`src/rtl/spmv_pkg.sv`:
```
// Shared types for the sparse matrix-vector engine.
// Assumes: nothing beyond standard packed types.
package spmv_pkg;

    // Array select codes on the shared write port
    localparam logic [1:0] SEL_VAL = 2'd0;
    localparam logic [1:0] SEL_COL = 2'd1;
    localparam logic [1:0] SEL_ROW = 2'd2;
    localparam logic [1:0] SEL_VEC = 2'd3;

    // Sequencer states
    typedef enum logic [2:0] {
        W_IDLE,
        W_ADDR0,
        W_LO,
        W_HI,
        W_RUN,
        W_WAIT
    } wstate_t;

    // Token travelling down the multiply-accumulate pipeline
    typedef struct packed {
        logic ent;   // an entry to multiply and add
        logic eor;   // end of row: emit and clear the sum
        logic last;  // this end of row closes the final row
    } tok_t;

endpackage

```
`src/rtl/spmv_ram.sv`:
```
// Simple one-write, one-read memory with a registered read port.
// Assumes: writes beyond DEPTH are dropped; reads beyond DEPTH return zero.
module spmv_ram #(
    parameter int W     = 16,
    parameter int DEPTH = 64,
    parameter int AW    = 6
) (
    input  logic          clk,
    input  logic          we,
    input  logic [AW-1:0] waddr,
    input  logic [W-1:0]  wdata,
    input  logic [AW-1:0] raddr,
    output logic [W-1:0]  rdata
);
    localparam logic [AW:0] DEPTH_C = DEPTH[AW:0];

    logic [W-1:0] mem [DEPTH];

    // Store a word when the write address lies inside the array
    always_ff @(posedge clk) begin
        if (we && ({1'b0, waddr} < DEPTH_C)) begin
            mem[waddr] <= wdata;
        end
    end

    // Registered read, one cycle of latency
    always_ff @(posedge clk) begin
        if ({1'b0, raddr} < DEPTH_C) begin
            rdata <= mem[raddr];
        end else begin
            rdata <= '0;
        end
    end

endmodule

```
`src/rtl/spmv_walker.sv`:
```
// Row and entry sequencer. It reads the row-start array to find each row's
// bounds, then issues one entry address per cycle, followed by one end-of-row
// token per row. It waits for the done pulse before it accepts a new start.
// Assumes: the row-start array is non-decreasing; memories have one cycle of read latency.
module spmv_walker
    import spmv_pkg::*;
#(
    parameter int MAX_ROWS = 16,
    parameter int MAX_ENT  = 64,
    parameter int RAW      = 5,
    parameter int EW       = 7,
    parameter int EAW      = 6
) (
    input  logic           clk,
    input  logic           rst_n,
    input  logic           start,
    input  logic [RAW-1:0] nrow,
    output logic [RAW-1:0] rs_addr,
    input  logic [EW-1:0]  rs_q,
    output logic [EAW-1:0] ent_addr,
    output tok_t           tok_out,
    output logic           clr,
    input  logic           done_in
);
    localparam logic [RAW-1:0] ROWS_C = RAW'(MAX_ROWS);

    wstate_t        state;
    logic [RAW-1:0] r;
    logic [RAW-1:0] lim;
    logic [EW-1:0]  lo;
    logic [EW-1:0]  hi;
    logic [EW-1:0]  ci;
    logic           go;
    logic           in_row;
    logic           at_last;

    assign go       = (state == W_IDLE) && start && (nrow != '0) && (nrow <= ROWS_C);
    assign clr      = go;
    assign in_row   = (ci < hi);
    assign at_last  = (r == lim);
    assign ent_addr = ci[EAW-1:0];

    // Row-start read address and pipeline token for this cycle
    always_comb begin
        tok_out = '0;
        rs_addr = r;
        case (state)
            W_LO:  rs_addr = r + RAW'(1);
            W_RUN: begin
                if (in_row) begin
                    tok_out.ent = 1'b1;
                end else begin
                    tok_out.eor  = 1'b1;
                    tok_out.last = at_last;
                    if (!at_last) rs_addr = r + RAW'(2);
                end
            end
            default: rs_addr = r;
        endcase
    end

    // Sequencer state, row counter and entry bounds
    always_ff @(posedge clk) begin
        if (!rst_n) begin
            state <= W_IDLE;
            r     <= '0;
            lim   <= '0;
            lo    <= '0;
            hi    <= '0;
            ci    <= '0;
        end else begin
            case (state)
                W_IDLE: if (go) begin
                    r     <= '0;
                    lim   <= nrow - RAW'(1);
                    state <= W_ADDR0;
                end
                W_ADDR0: state <= W_LO;
                W_LO: begin
                    lo    <= rs_q;
                    state <= W_HI;
                end
                W_HI: begin
                    hi    <= rs_q;
                    ci    <= lo;
                    state <= W_RUN;
                end
                W_RUN: begin
                    if (in_row) begin
                        ci <= ci + EW'(1);
                    end else if (at_last) begin
                        state <= W_WAIT;
                    end else begin
                        r     <= r + RAW'(1);
                        lo    <= hi;
                        state <= W_HI;
                    end
                end
                W_WAIT: if (done_in) state <= W_IDLE;
                default: state <= W_IDLE;
            endcase
        end
    end

endmodule

```
`src/rtl/spmv_mac.sv`:
```
// Multiply-accumulate pipeline. Stage 1 holds the column and value read data,
// stage 2 the vector element, stage 3 the product. Accumulation and output
// follow. The end-of-row token travels behind the row's last entry, so the
// result is emitted only after every product of the row has been added.
// Assumes: the vector memory is read with one cycle of latency from x_addr.
module spmv_mac
    import spmv_pkg::*;
#(
    parameter int VAL_W = 16,
    parameter int OUT_W = 24,
    parameter int ACC_W = 39,
    parameter int CW    = 4,
    parameter int RAW   = 5
) (
    input  logic                    clk,
    input  logic                    rst_n,
    input  logic                    clr,
    input  tok_t                    tok_in,
    input  logic signed [VAL_W-1:0] val_q,
    input  logic [CW-1:0]           cidx_q,
    output logic [CW-1:0]           x_addr,
    input  logic signed [VAL_W-1:0] x_q,
    output logic                    z_valid,
    output logic [RAW-1:0]          z_row,
    output logic [OUT_W-1:0]        z_data,
    output logic                    done
);
    localparam int PW = 2 * VAL_W;
    localparam logic signed [ACC_W-1:0] SAT_HI =
        {{(ACC_W-OUT_W+1){1'b0}}, {(OUT_W-1){1'b1}}};
    localparam logic signed [ACC_W-1:0] SAT_LO =
        {{(ACC_W-OUT_W+1){1'b1}}, {(OUT_W-1){1'b0}}};

    tok_t                    tok1, tok2, tok3;
    logic signed [VAL_W-1:0] val_d;
    logic signed [PW-1:0]    prod_q;
    logic signed [ACC_W-1:0] acc;
    logic signed [ACC_W-1:0] prod_ext;
    logic [OUT_W-1:0]        sat_val;
    logic [RAW-1:0]          row_cnt;
    logic                    fin_q;

    assign x_addr   = cidx_q;
    assign prod_ext = {{(ACC_W-PW){prod_q[PW-1]}}, prod_q};

    // Clamp the running sum into the output range
    always_comb begin
        if (acc > SAT_HI)      sat_val = SAT_HI[OUT_W-1:0];
        else if (acc < SAT_LO) sat_val = SAT_LO[OUT_W-1:0];
        else                   sat_val = acc[OUT_W-1:0];
    end

    // Token pipeline, operand alignment and product register
    always_ff @(posedge clk) begin
        if (!rst_n) begin
            tok1   <= '0;
            tok2   <= '0;
            tok3   <= '0;
            val_d  <= '0;
            prod_q <= '0;
        end else begin
            tok1   <= tok_in;
            tok2   <= tok1;
            tok3   <= tok2;
            val_d  <= val_q;
            prod_q <= val_d * x_q;
        end
    end

    // Row accumulator, cleared at each row end and at run start
    always_ff @(posedge clk) begin
        if (!rst_n || clr) begin
            acc <= '0;
        end else if (tok3.eor) begin
            acc <= '0;
        end else if (tok3.ent) begin
            acc <= acc + prod_ext;
        end
    end

    // Result strobe, row numbering and the end-of-run pulse
    always_ff @(posedge clk) begin
        if (!rst_n) begin
            z_valid <= 1'b0;
            z_row   <= '0;
            z_data  <= '0;
            row_cnt <= '0;
            fin_q   <= 1'b0;
            done    <= 1'b0;
        end else begin
            z_valid <= tok3.eor;
            fin_q   <= tok3.eor && tok3.last;
            done    <= fin_q;
            if (clr) begin
                row_cnt <= '0;
            end else if (tok3.eor) begin
                z_row   <= row_cnt;
                z_data  <= sat_val;
                row_cnt <= row_cnt + RAW'(1);
            end
        end
    end

endmodule

```
`src/rtl/spmv_engine.sv`:
```
// Top of the sparse matrix-vector engine: four arrays, the row sequencer and
// the multiply-accumulate pipeline.
// Assumes: MAX_ENT > MAX_ROWS, and log2(MAX_ENT+1) <= VAL_W.
module spmv_engine
    import spmv_pkg::*;
#(
    parameter int VAL_W    = 16,
    parameter int OUT_W    = 24,
    parameter int MAX_ROWS = 16,
    parameter int MAX_ENT  = 64
) (
    input  logic                              clk,
    input  logic                              rst_n,
    input  logic                              wr_en,
    input  logic [1:0]                        wr_sel,
    input  logic [$clog2(MAX_ENT)-1:0]        wr_addr,
    input  logic [VAL_W-1:0]                  wr_data,
    input  logic [$clog2(MAX_ROWS+1)-1:0]     nrow,
    input  logic                              start,
    output logic                              z_valid,
    output logic [$clog2(MAX_ROWS+1)-1:0]     z_row,
    output logic [OUT_W-1:0]                  z_data,
    output logic                              done
);
    localparam int EAW   = $clog2(MAX_ENT);
    localparam int EW    = $clog2(MAX_ENT + 1);
    localparam int RAW   = $clog2(MAX_ROWS + 1);
    localparam int CW    = $clog2(MAX_ROWS);
    localparam int ACC_W = 2 * VAL_W + $clog2(MAX_ENT) + 1;

    logic [RAW-1:0]   rs_addr;
    logic [EW-1:0]    rs_q;
    logic [EAW-1:0]   ent_addr;
    logic [VAL_W-1:0] val_q;
    logic [CW-1:0]    cidx_q;
    logic [CW-1:0]    x_addr;
    logic [VAL_W-1:0] x_q;
    tok_t             tok;
    logic             clr;

    spmv_ram #(.W(VAL_W), .DEPTH(MAX_ENT), .AW(EAW)) val_ram (
        .clk(clk), .we(wr_en && (wr_sel == SEL_VAL)), .waddr(wr_addr),
        .wdata(wr_data), .raddr(ent_addr), .rdata(val_q));

    spmv_ram #(.W(CW), .DEPTH(MAX_ENT), .AW(EAW)) col_ram (
        .clk(clk), .we(wr_en && (wr_sel == SEL_COL)), .waddr(wr_addr),
        .wdata(wr_data[CW-1:0]), .raddr(ent_addr), .rdata(cidx_q));

    spmv_ram #(.W(EW), .DEPTH(MAX_ROWS + 1), .AW(RAW)) row_ram (
        .clk(clk), .we(wr_en && (wr_sel == SEL_ROW)), .waddr(wr_addr[RAW-1:0]),
        .wdata(wr_data[EW-1:0]), .raddr(rs_addr), .rdata(rs_q));

    spmv_ram #(.W(VAL_W), .DEPTH(MAX_ROWS), .AW(CW)) vec_ram (
        .clk(clk), .we(wr_en && (wr_sel == SEL_VEC)), .waddr(wr_addr[CW-1:0]),
        .wdata(wr_data), .raddr(x_addr), .rdata(x_q));

    spmv_walker #(
        .MAX_ROWS(MAX_ROWS), .MAX_ENT(MAX_ENT), .RAW(RAW), .EW(EW), .EAW(EAW)
    ) walker_i (
        .clk(clk), .rst_n(rst_n), .start(start), .nrow(nrow),
        .rs_addr(rs_addr), .rs_q(rs_q), .ent_addr(ent_addr),
        .tok_out(tok), .clr(clr), .done_in(done));

    spmv_mac #(
        .VAL_W(VAL_W), .OUT_W(OUT_W), .ACC_W(ACC_W), .CW(CW), .RAW(RAW)
    ) mac_i (
        .clk(clk), .rst_n(rst_n), .clr(clr), .tok_in(tok),
        .val_q(val_q), .cidx_q(cidx_q), .x_addr(x_addr), .x_q(x_q),
        .z_valid(z_valid), .z_row(z_row), .z_data(z_data), .done(done));

endmodule

```
`config.mk`:
```
export PLATFORM = sky130hd
export DESIGN_NAME = spmv_engine
export DESIGN_NICKNAME = d
export VERILOG_FILES = /design/src/rtl/spmv_pkg.sv /design/src/rtl/spmv_ram.sv /design/src/rtl/spmv_walker.sv /design/src/rtl/spmv_mac.sv /design/src/rtl/spmv_engine.sv
export SDC_FILE = /design/constraint.sdc
export NUM_CORES = 2
export LEC_CHECK = 0
export ABC_AREA = 1
export BUFFER_PORTS_ARGS = -buffer_cell sky130_fd_sc_hd__clkbuf_2
export CORE_UTILIZATION = 62
export CTS_CLUSTER_DIAMETER = 200
export DETAILED_ROUTE_END_ITERATION = 10
export PLACE_DENSITY_LB_ADDON = 0.08
export SYNTH_ARGS = -nofsm -noshare
export SYNTH_HDL_FRONTEND = slang
export SYNTH_SLANG_ARGS = --single-unit
```
`constraint.sdc`:
```
create_clock -name clk -period 8 [get_ports clk]
set_clock_uncertainty 0.15 [all_clocks]
set_input_delay 1.2 -clock clk [delete_from_list [all_inputs] [get_ports clk]]
set_output_delay 1.2 -clock clk [all_outputs]
set_load 0.03 [all_outputs]
```
# Word-level counts from Yosys, hierarchy flattened
# Memory sizes are Yosys's and may differ from the RTL's. A register that Yosys moved wholly into a read port is not among the register bits.
# Cells that the tools add are included.
dict set report op_classes {
  n_addsub 6
  mul 1
  n_lt_le_gt_ge 6
  eq_ne 14
  muxes 29
  n_bitwise 3
  reduce_logical 28
}
# op count
set op_table {}
lappend op_table {{$mux W24} 2}
lappend op_table {{$add A39 B32 Y39} 1}
lappend op_table {{$gt A39 B24 Y1 const B} 1}
lappend op_table {{$lt A39 B24 Y1 const B} 1}
lappend op_table {{$mul A16 B16 Y32} 1}
lappend op_table {{$pmux W7 S2} 2}
lappend op_table {{$mux W5} 5}
lappend op_table {{$mux W7} 3}
lappend op_table {{$pmux W5 S2} 2}
lappend op_table {{$pmux W3 S6} 1}
lappend op_table {{$mux W3} 4}
lappend op_table {{$add A5 B1 Y5 const B} 2}
lappend op_table {{$lt A5 B5 Y1 const B} 2}
lappend op_table {{$logic_and A1 B1 Y1} 9}
lappend op_table {{$mux W1} 9}
lappend op_table {{$reduce_and A2 Y1} 4}
lappend op_table {{$add A7 B1 Y7 const B} 1}
lappend op_table {{$lt A7 B7 Y1} 1}
lappend op_table {{$eq A3 B2 Y1 const B} 2}
lappend op_table {{$eq A3 B3 Y1 const B} 2}
lappend op_table {{$ne A2 B1 Y1 const B} 3}
lappend op_table {{$reduce_and A3 Y1} 2}
lappend op_table {{$reduce_bool A2 Y1} 3}
lappend op_table {{$add A5 B2 Y5 const B} 1}
lappend op_table {{other kinds (17)} 23}
dict set report word_totals {
  ff_bits 167
  ram_bits 1655
  output_inout_bits 31
  n_memories 4
}
# memory words width read_ports rd_ports_with_merged_regs write_ports line_no
set mem_list {}
lappend mem_list {val_ram.mem 64 16 1 1 1 spmv_ram.sv:17} ;# logic [W-1:0] mem [DEPTH];
lappend mem_list {col_ram.mem 64 4 1 1 1 spmv_ram.sv:17}
lappend mem_list {vec_ram.mem 16 16 1 1 1 spmv_ram.sv:17}
lappend mem_list {row_ram.mem 17 7 1 1 1 spmv_ram.sv:17}

# Logic depth before layout (Yosys ltp)
dict set report logic_depth {
  ltp_word 6
  ltp_mapped 27
}

# Cells and area by module
# From an unflattened synthesis, not the netlist that was laid out.
dict set report unflattened {
  hier_cells 8880
  area_unflattened_um2 89687.3
}
# module n_inst cells_each area_per_inst_um2 seq_area_each_um2
set modules_own_cells {}
lappend modules_own_cells {{spmv_ram at val_ram} 1 3517 42099.1 31069.8}
lappend modules_own_cells {spmv_mac 1 2546 17954.7 2662.6}
lappend modules_own_cells {{spmv_ram at vec_ram} 1 1074 11380.9 8007.7}
lappend modules_own_cells {{spmv_ram at col_ram} 1 948 10881.7 7767.4}
lappend modules_own_cells {{spmv_ram at row_ram} 1 440 5059.9 3713.6}
lappend modules_own_cells {spmv_walker 1 347 2280.9 680.7}
lappend modules_own_cells {spmv_engine 1 8 30.0 0.0}

# Least setup slack after synthesis
# No wires, ideal clock.
dict set report synth_timing {
  path_kind {register to register}
  from {register mac_i.val_d[15]}
  to {register mac_i.prod_q[31]}
  arrival_ps 5673
  required_ps 7728
  slack_ps 2055
  path_stages_with_launch 20
  n_path_buf 1
  synth_period_minus_slack_ps 5945
  path_cell_list {dfxtp_1 > clkbuf_1 > nand2_1 > inv_1 > fa_1 > fa_1 > fa_1 > fa_1 > fa_1 > inv_1 > fa_1 > inv_1 > ha_1 > nand2_1 > nor4_1 > nand3_1 > o211ai_1 > a21oi_1 > o21ai_0 > a21oi_1}
}
dict set report synth_via {
  elab_chain_cells 1
}
# element line_no
set synth_rtl {}
lappend synth_rtl {{start, declared} spmv_mac.sv:35} ;# logic signed [VAL_W-1:0] val_d;
lappend synth_rtl {{start signal, assigned} spmv_mac.sv:65} ;# val_d <= val_q;
lappend synth_rtl {{$mul A16 B16 Y32} spmv_mac.sv:66} ;# prod_q <= val_d * x_q;
lappend synth_rtl {{end signal, assigned} spmv_mac.sv:66}
lappend synth_rtl {{end, declared} spmv_mac.sv:36} ;# logic signed [PW-1:0] prod_q;
# No other way between the ends.
# A chain may end at the register's enable or synchronous reset.

# Worst setup path in the final report
dict set report layout_timing {
  from {register vec_ram.rdata[1], read port of vec_ram.mem}
  to {register mac_i.prod_q[31]}
}
dict set report layout_via {
  elab_chain_cells 1
}
# element line_no
set layout_rtl {}
lappend layout_rtl {{start, declared} spmv_ram.sv:13} ;# output logic [W-1:0] rdata
lappend layout_rtl {{$mul A16 B16 Y32} spmv_mac.sv:66}
# No other way between the ends.

==> results.py <==
metrics = {
    "synth": {
        "avgSynthCellArea_um2": 11.4,
        "syn_nets": 7920,
        "ys_types": 57,
        "synth-seq-area-share_pct": 63.0,
        "synth-seq-cells": 1865,
        "yosys_warnings": 0,
        "synth_area_mm2": 0.0856,
        "ys.flop_type": "edfxtp_1",
        "synth_edf_count": 1655,
        "synthCells": 7492,
        "ys_async_sr_fraction_pct": 0,
    },
    "worst_setup_path": {
        "critPathMaxFanout": 16,
        "cp.arrival_ns": 7.23,
        "end_kind": "flip-flop",
        "critPathRequiredTime_ns": 8.49,
        "critPathKind": "reg2reg",
        "critPathLaunchType": "flip-flop",
    },
    "timing": {
        "tightest_slew_ns": 1.34,
        "fin_crit_sh_pct": 84.2,
        "rsz0062_at_grt": "false",
        "hold_viol": 0,
        "fin_setup_tns_ns": 0,
        "hold_ws_ns": 0.264,
        "setup_viol": 0,
        "fmax_ghz": 0.148,
        "relSlewSlack_pct": 10.2,
        "slew_violations": 0,
        "fin_crit_ns": 6.74,
    },
    "clocking": {
        "clk_path_buf_depth": 3,
        "postCtsSetupBuffers": 0,
        "hold_buffers": 0,
        "cts_made_buffers": 184,
        "clk-insertion-delay-late_ns": 0.81,
        "cts_tree": "yes",
        "numClockSinks": 1865,
        "clockRootBuffer": "clkbuf_16",
        "htreeDepth": 4,
        "cts_resized": 0,
        "clkTransAtPathRegs_ns": 0.06,
    },
    "placed_design": {
        "dp_cells": 9026,
        "io_buffers": 63,
        "hpwlAfterDp_um": 139000,
        "gp_congestion": 0.949,
    },
    "drt": {
        "met1_length_um": 92600,
        "routedWlPerCell_um": 24.4,
        "top_layer_used": "met5",
        "met2_wirelength_um": 107000,
        "ant_nets": 0,
        "drc": 0,
        "routed_wirelength_um": 229000,
        "vias": 57800,
        "drt_iter0_markers": 6549,
        "drtPass1Iterations": 6,
        "wl_met3_um": 21300,
        "vias_per_cell": 6.17,
    },
    "global_routing": {
        "grt_max_degree": 215,
        "grt_pass1_vias": 55700,
        "antenna_found_initial": 3,
        "grt_overflow": 0,
        "grt_pass1_wl_um": 343000,
        "grt_usage_pct": 32.8,
    },
    "cells_and_area": {
        "nets": 7859,
        "fillCellCount": 9984,
        "layout_common_cells": "edfxtp_1 (1655), nor2_1 (941), o21ai_0 (863)",
        "drive_above_1_share_pct": 7.65,
        "syn_to_final_growth_pct": 9.25,
        "antenna_cells": 0,
        "final_cells": 9362,
        "final_common_cell": "edfxtp_1",
    },
    "floorplan": {
        "core_region_area_mm2": 0.136,
        "die_x_um": 374,
        "pin_count": 64,
        "rows": 135,
        "initial_utilization_pct": 62.9,
        "fp.dieH_um": 374,
        "die_area_mm2": 0.140,
    },
    "job": {
        "maxCapViolCount": 0,
    },
    "status": {
        "outcome": "finished clean",
    },
    "worst_hold_path": {
        "min_path_type": "reg2reg",
    },
}
==> kinds of logic after synthesis <==
| logic type | after synthesis | synth area share [%] |
|---|---|---|
| flip-flops | 1865 | 63.0 |
| AND/OR/NAND/NOR | 2226 | 10.7 |
| AO/OA/AOI/OAI | 1653 | 11.1 |
| buffers and inverters | 1204 | 5.48 |
| XOR/XNOR | 43 | 0.440 |
| adder cells (fa/ha/maj) | 395 | 8.08 |
| multiplexers | 106 | 1.24 |
==> through the flow <==
| step | setup slack [ns] | cell area (um2) | utilization, % |
|---|---|---|---|
| 2_1_floorplan | 2.06 | 85600 | - |
| 3_3_place_gp | 1.46 | 87600 | 64.4 |
| 3_5_place_dp | 1.36 | 87600 | 64.4 |
| 4_1_cts | 1.31 | 93500 | 68.7 |
| 5_1_grt | 0.807 | 93500 | 68.7 |
| 6_report | 1.26 | 93500 | 68.7 |
==> per-layer routing <==
layer,track usage [%],vias to the layer above
li1,-,26100
met1,46.9,28400
met2,51.6,2826
met3,5.28,436
met4,11.1,4
met5,0,-
==> synthesized netlist by cell type, types with 8 or more instances <==
cell	instances	area, um2
buf_1	18	67.6
nand2_1	824	3090
ha_1	132	1650
edfxtp_1	1655	49700
inv_1	739	2770
nor2_1	970	3640
o211ai_1	134	1010
xor2_1	29	254
xnor2_1	14	123
o21bai_1	15	113
nand3_1	259	1300
a21oi_1	229	1150
o221ai_1	121	1060
a21o_1	8	60.1
nand2_2	11	68.8
inv_2	15	56.3
o21a_1	9	67.6
buf_6	10	113
mux2i_1	106	1060
clkbuf_1	357	1340
dfxtp_1	210	4200
o21ai_1	21	105
nor3_1	65	325
o21ai_0	863	4320
nand4_1	47	294
o22ai_1	199	1240
a221oi_1	8	70.1
buf_2	54	270
a31oi_1	25	156
nor4_1	8	50.1
fa_1	263	5270
==> layout make-up <==
| type | instances | area, um2 | area share, % |
|---|---|---|---|
| inverter | 759 | 2870 | 3.07 |
| multi-input combinational | 4423 | 27200 | 29.1 |
| tap | 1781 | 2230 | 2.38 |
| clock buffer | 239 | 5050 | 5.40 |
| clock inverter | 97 | 835 | 0.892 |
| sequential | 1865 | 53900 | 57.6 |
| timing repair buffer | 198 | 1420 | 1.52 |
==> registers in the layout, indices dropped and copies added, names as in the netlist, 16 cells and up <==
register,flops
vec_ram.rdata,16
row_ram.mem,119
val_ram.mem,1024
col_ram.mem,256
vec_ram.mem,256
mac_i.z_data,24
mac_i.acc,39
val_ram.rdata,16
mac_i.val_d,16
mac_i.prod_q,32
==> path summary, 6_finish.rpt <==
path                            to        startpoint  cells after the start  slack, ns
hold reg to reg     mac_i.val_d[4]  val_ram.rdata[4]                      2       0.26
setup / recovery  mac_i.prod_q[31]  vec_ram.rdata[1]                     18       1.26
hold / removal      mac_i.val_d[4]  val_ram.rdata[4]                      2       0.26
setup reg to reg  mac_i.prod_q[31]  vec_ram.rdata[1]                     18       1.26
==> critical path, stage by stage (launching register included) <==
cell	delay, ns
dfxtp_1	0.72
nand2_1	0.19
inv_1	0.17
fa_1	0.55
fa_1	0.92
fa_1	0.54
fa_1	0.50
fa_1	0.48
inv_1	0.05
fa_1	0.47
inv_1	0.04
ha_1	0.39
nand2_1	0.14
nor4_1	0.38
nand3_1	0.12
o211ai_1	0.41
a21oi_1	0.14
o21ai_0	0.17
a21oi_1	0.06
Power is left out: the tool's default activity adds up to more than one toggle a clock period on the data nets, which glitch-free logic cannot reach.
